**src/rtl/mux_bus_slave.sv**
```systemverilog
module mux_bus_slave #(
  parameter int LO_W        = 8,
  parameter int HI_W        = 5,
  parameter int SYNC_STAGES = 2
) (
  input  logic                 clk,
  input  logic                 rst_n,
  input  logic                 as_i,
  input  logic                 e_i,
  input  logic                 rw_i,
  input  logic                 ce_i,
  input  logic                 wlock_i,
  input  logic [LO_W-1:0]      ad_i,
  input  logic [HI_W-1:0]      ahi_i,
  output logic [LO_W-1:0]      ad_o,
  output logic                 ad_oe,
  output logic [LO_W+HI_W-1:0] addr_o,
  output logic                 plane_o,
  output logic                 rd_stb_o,
  input  logic [LO_W-1:0]      rd_data_i,
  output logic                 wr_stb_o,
  output logic [LO_W-1:0]      wr_data_o,
  output logic                 standby_o
);
  localparam int ADDR_W = LO_W + HI_W;
  localparam int NCTL   = 5;

  logic [SYNC_STAGES-1:0][NCTL-1:0] sync_q;
  logic as_s, e_s, rw_s, ce_s, wc_s, e_d;
  logic e_rise, e_fall;
  logic [ADDR_W-1:0] addr_q;
  logic [LO_W-1:0]   rd_q, wr_q;
  logic              rd_stb_q, wr_stb_q;

  always_ff @(posedge clk or negedge rst_n)
    if (!rst_n) sync_q <= '0;
    else        sync_q <= {sync_q[SYNC_STAGES-2:0], {as_i, e_i, rw_i, ce_i, wlock_i}};

  assign {as_s, e_s, rw_s, ce_s, wc_s} = sync_q[SYNC_STAGES-1];

  assign e_rise = e_s & ~e_d;
  assign e_fall = ~e_s & e_d;

  always_ff @(posedge clk or negedge rst_n)
    if (!rst_n) begin
      e_d      <= 1'b0;
      addr_q   <= '0;
      rd_q     <= '0;
      wr_q     <= '0;
      rd_stb_q <= 1'b0;
      wr_stb_q <= 1'b0;
    end else begin
      e_d      <= e_s;
      if (as_s) addr_q <= {ahi_i, ad_i};
      rd_stb_q <= e_rise & ce_s & rw_s;
      wr_stb_q <= e_fall & ce_s & ~rw_s & ~wc_s;
      if (rd_stb_q) rd_q <= rd_data_i;
      if (e_fall & ce_s & ~rw_s) wr_q <= ad_i;
    end

  assign addr_o    = addr_q;
  assign plane_o   = addr_q[ADDR_W-1];
  assign rd_stb_o  = rd_stb_q;
  assign wr_stb_o  = wr_stb_q;
  assign wr_data_o = wr_q;
  assign ad_o      = rd_q;
  assign ad_oe     = e_s & ce_s & rw_s;
  assign standby_o = ~ce_s & ~as_s;
endmodule

```
**config.mk**
```make
export PLATFORM = sky130hd
export DESIGN_NAME = mux_bus_slave
export DESIGN_NICKNAME = d
export VERILOG_FILES = /design/src/rtl/mux_bus_slave.sv
export SDC_FILE = /design/constraint.sdc
export NUM_CORES = 1
export LEC_CHECK = 0
export ABC_AREA = 1
export BUFFER_PORTS_ARGS = -buffer_cell sky130_fd_sc_hd__buf_4
export CORE_MARGIN = 2
export CORE_UTILIZATION = 40
export CTS_CLUSTER_SIZE = 12
export DETAILED_ROUTE_END_ITERATION = 8
export PLACE_DENSITY = 0.74
export RECOVER_POWER = 100
export SETUP_SLACK_MARGIN = 0.3
export SLEW_MARGIN = 40
export SYNTH_ARGS = -nofsm -noshare
export SYNTH_HDL_FRONTEND = slang
export SYNTH_SLANG_ARGS = --single-unit
export TNS_END_PERCENT = 30
```
**constraint.sdc**
```tcl
create_clock -name clk -period 1 [get_ports clk]
set_input_delay 0.2 -clock clk [delete_from_list [all_inputs] [get_ports clk]]
set_output_delay 0.2 -clock clk [all_outputs]
set_load 0.01 [all_outputs]
```
==> results.tsv <==
stage	metric	value	unit
logic_synthesis	Net Count, Synth	171	
layout	# nets final	252	
sta	final setup violation count	26	
sta	Slew headroom	0.477	
sta	Final Slew Violations	0	
routing	initial DRC count	45	
layout	commonest non-fill, non-tap cell in the layout	dfrtp_1	
placed_design	DP Cell Count	251	
sta	Final Skew	5.46	ps
layout	antenna diode count	0	
sta	final hold vios	15	
layout	final instance area	0.00241	mm2
clocking	H-tree depth	2	
sta	final period utilization	1.14	
global_routing	global route overflow	0	
logic_synthesis	Syn Area/Cell	10.6	um2
floorplan	Die ar.	0.00431	mm2
floorplan	die width	65.6	um
hold_path	Worst Hold Class	in2async	
routing	Wirelength per Cell	11.6	um
layout	fraction of layout cells with a size suffix above 1	0.476	
global_routing	largest net degree at the start of global routing	28	
setup_path	Worst Path Max Fanout	3	
power_and_ir_drop	pwr dens	1710	mW/mm2
logic_synthesis	library cells used by synthesis	12	
setup_path	WS Path Type	reg2out	
layout	Util after Layout	0.657	
placed_design	GP Congestion	0.698	
layout	commonest cells after routing, fill and taps aside	dfrtp_1 (37), buf_6 (36), buf_4 (34), nand2_1 (30), inv_1 (21)	
routing	WL final	3180	um
logic_synthesis	Seq cells post-synth	42	
routing	via count	1209	
logic_synthesis	Cells after Synth	143	
logic_synthesis	Seq/Total Area, Yosys	0.692	
routing	Antenna Violating Nets Remaining	0	
logic_synthesis	main combinational cell family by area after synthesis	simple AND/OR/NAND/NOR gates	
clocking	Sinks on Clock Net	42	
setup_path	Critical Path AT	940	ps
status	run status	finished, violations left	
clocking	CTS Root Cell	clkbuf_8	
logic_synthesis	complex-gate fraction of the synthesized area	0.0692	
global_routing	first-pass GRT wire length	5180	um
sta	WHS	-27.2	ps
logic_synthesis	adder-cell share of the synthesized area	0	
floorplan	I/O Pins	62	
sta	RSZ-0062 raised after global routing	yes	
job	Max-cap violations	0	
clocking	Num CTS Buffers	5	
floorplan	Die H	65.6	um
clocking	clk buf depth	2	
layout	Area Growth Syn to Fin	58.4	%
global_routing	initial antenna violation count	0	
placed_design	pre-CTS setup slack	15.0	ps
sta	post-route minimum period	1140	ps
layout	final cell count without fillers	273	
logic_synthesis	Cell Area, Synth	0.00152	mm2
logic_synthesis	post-synthesis simple-gate area fraction	0.152	
floorplan	std cell rows	22	
logic_synthesis	Syn. warnings	0	
power_and_ir_drop	VDD IR-drop max	0.895	mV
power_and_ir_drop	total power draw	0.00411	W
clocking	TritonCTS clock tree	built	
setup_path	Worst setup SP type	flip-flop	
logic_synthesis	XOR/XNOR Fraction of Synth Area	0	
status	failing checks	hold timing, setup timing	
floorplan	Starting Density	0.415	
clocking	CTS clk-pin slew, worst paths	70	ps
routing	residual DRC count	0	
power_and_ir_drop	leakage power	1.25	nW
clocking	clock insertion delay at the later pin of the skew report	280	ps
sta	Setup WS post-layout	-144	ps
floorplan	Core Region	0.00366	mm2
routing	drt pass-1 iters	4	
sta	fmax	874	MHz
routing	DR vias/cell	4.43	
setup_path	Setup crit end kind	primary output	
logic_synthesis	post-synthesis mux area share	0	
placed_design	IO Port Bufs	61	
setup_path	CP required	800	ps
sta	Worst-Margin Slew	785	ps
global_routing	vias in the first global route	1232	
global_routing	total track usage	0.160	
placed_design	Cell Area, Placed	0.00204	mm2
placed_design	Final HPWL DP	2210	um
-- routing by layer --
layer / GRT usage / routed length [um]
met5: 0 / 0
met4: 0.0703 / 55
met3: 0.0360 / 141
met2: 0.283 / 1680
met1: 0.183 / 1300
-- cell usage after synthesis, drive strengths merged --
cell | count | share of area
nor2 | 4 | 0.021
clkinv | 1 | 0.0033
inv | 22 | 0.054
nand3 | 9 | 0.030
buf | 5 | 0.030
dfrtp | 42 | 0.69
nand2 | 39 | 0.10
o21ai | 21 | 0.069
-- power by group --
part / switching [W] / total [W] / leakage [nW] / internal [W]
Combinational: 0.000395 / 0.000987 / 0.694 / 0.000593
Clock: 0.000508 / 0.00106 / 0.0482 / 0.000556
Sequential: 0.000155 / 0.00206 / 0.503 / 0.00191
-- logic make-up after synthesis --
kind of cell    after synthesis
buf+inv                      28
simple gates                 52
flops                        42
compound gates               21
-- sequential cells by signal, summed over array words and instances, names as in the netlist --
register,cells
ce_s,1
rd_stb_o,1
rw_s,1
addr_o,13
e_s,1
sync_q,6
as_s,1
e_d,1
wr_data_o,8
wr_stb_o,1
ad_o,8
-- final timing paths --
kind	from	endpoint	slack (ps)	depth (start not counted)
worst max-delay path	ce_s	ad_oe	-140	3
worst min register to register	sync_q[4]	as_s	350	0
max in group asynchronous	rst_n	rd_stb_o	100	2
worst min-delay path	rst_n	addr_o[10]	-30	1
min in group clk	rw_i	sync_q[2]	50	1
worst max register to register	e_s	wr_data_o[7]	-50	5
-- worst max-delay path: stages (launching register included) --
cell     delay [ps]
dfrtp_2         440
nand3_2          80
inv_2            40
buf_6           110
-- per-stage QoR --
| stage | hold WS [ps] | setup TNS (ps) |
|---|---|---|
| floorplan | -95.6 | 0 |
| global placement | 73.4 | 0 |
| detailed placement | 72.0 | 0 |
| CTS | -235 | -1060 |
| global route | 28.4 | -5040 |
| finish | -27.2 | -805 |
-- final cells by class --
class | count | area (um2)
sequential | 42 | 1060
inverter | 23 | 88.8
clock buffer | 7 | 86.3
multi-input combinational | 75 | 399
fill | 290 | 1250
tap | 48 | 60.1
clock inverter | 1 | 5.00
timing repair buffer | 77 | 709
-- repair_timing --
item | 4_1_cts | 5_1_grt
buffers inserted | 7 | 5
gates cloned | 0 | 2
setup endpoints to repair | 65 | 65
endpoints found under the hold margin | 15 | 15
gates resized for setup | 48 | 19
pin swaps | 1 | 4
No activity file was read; power rests on OpenSTA's default activity.
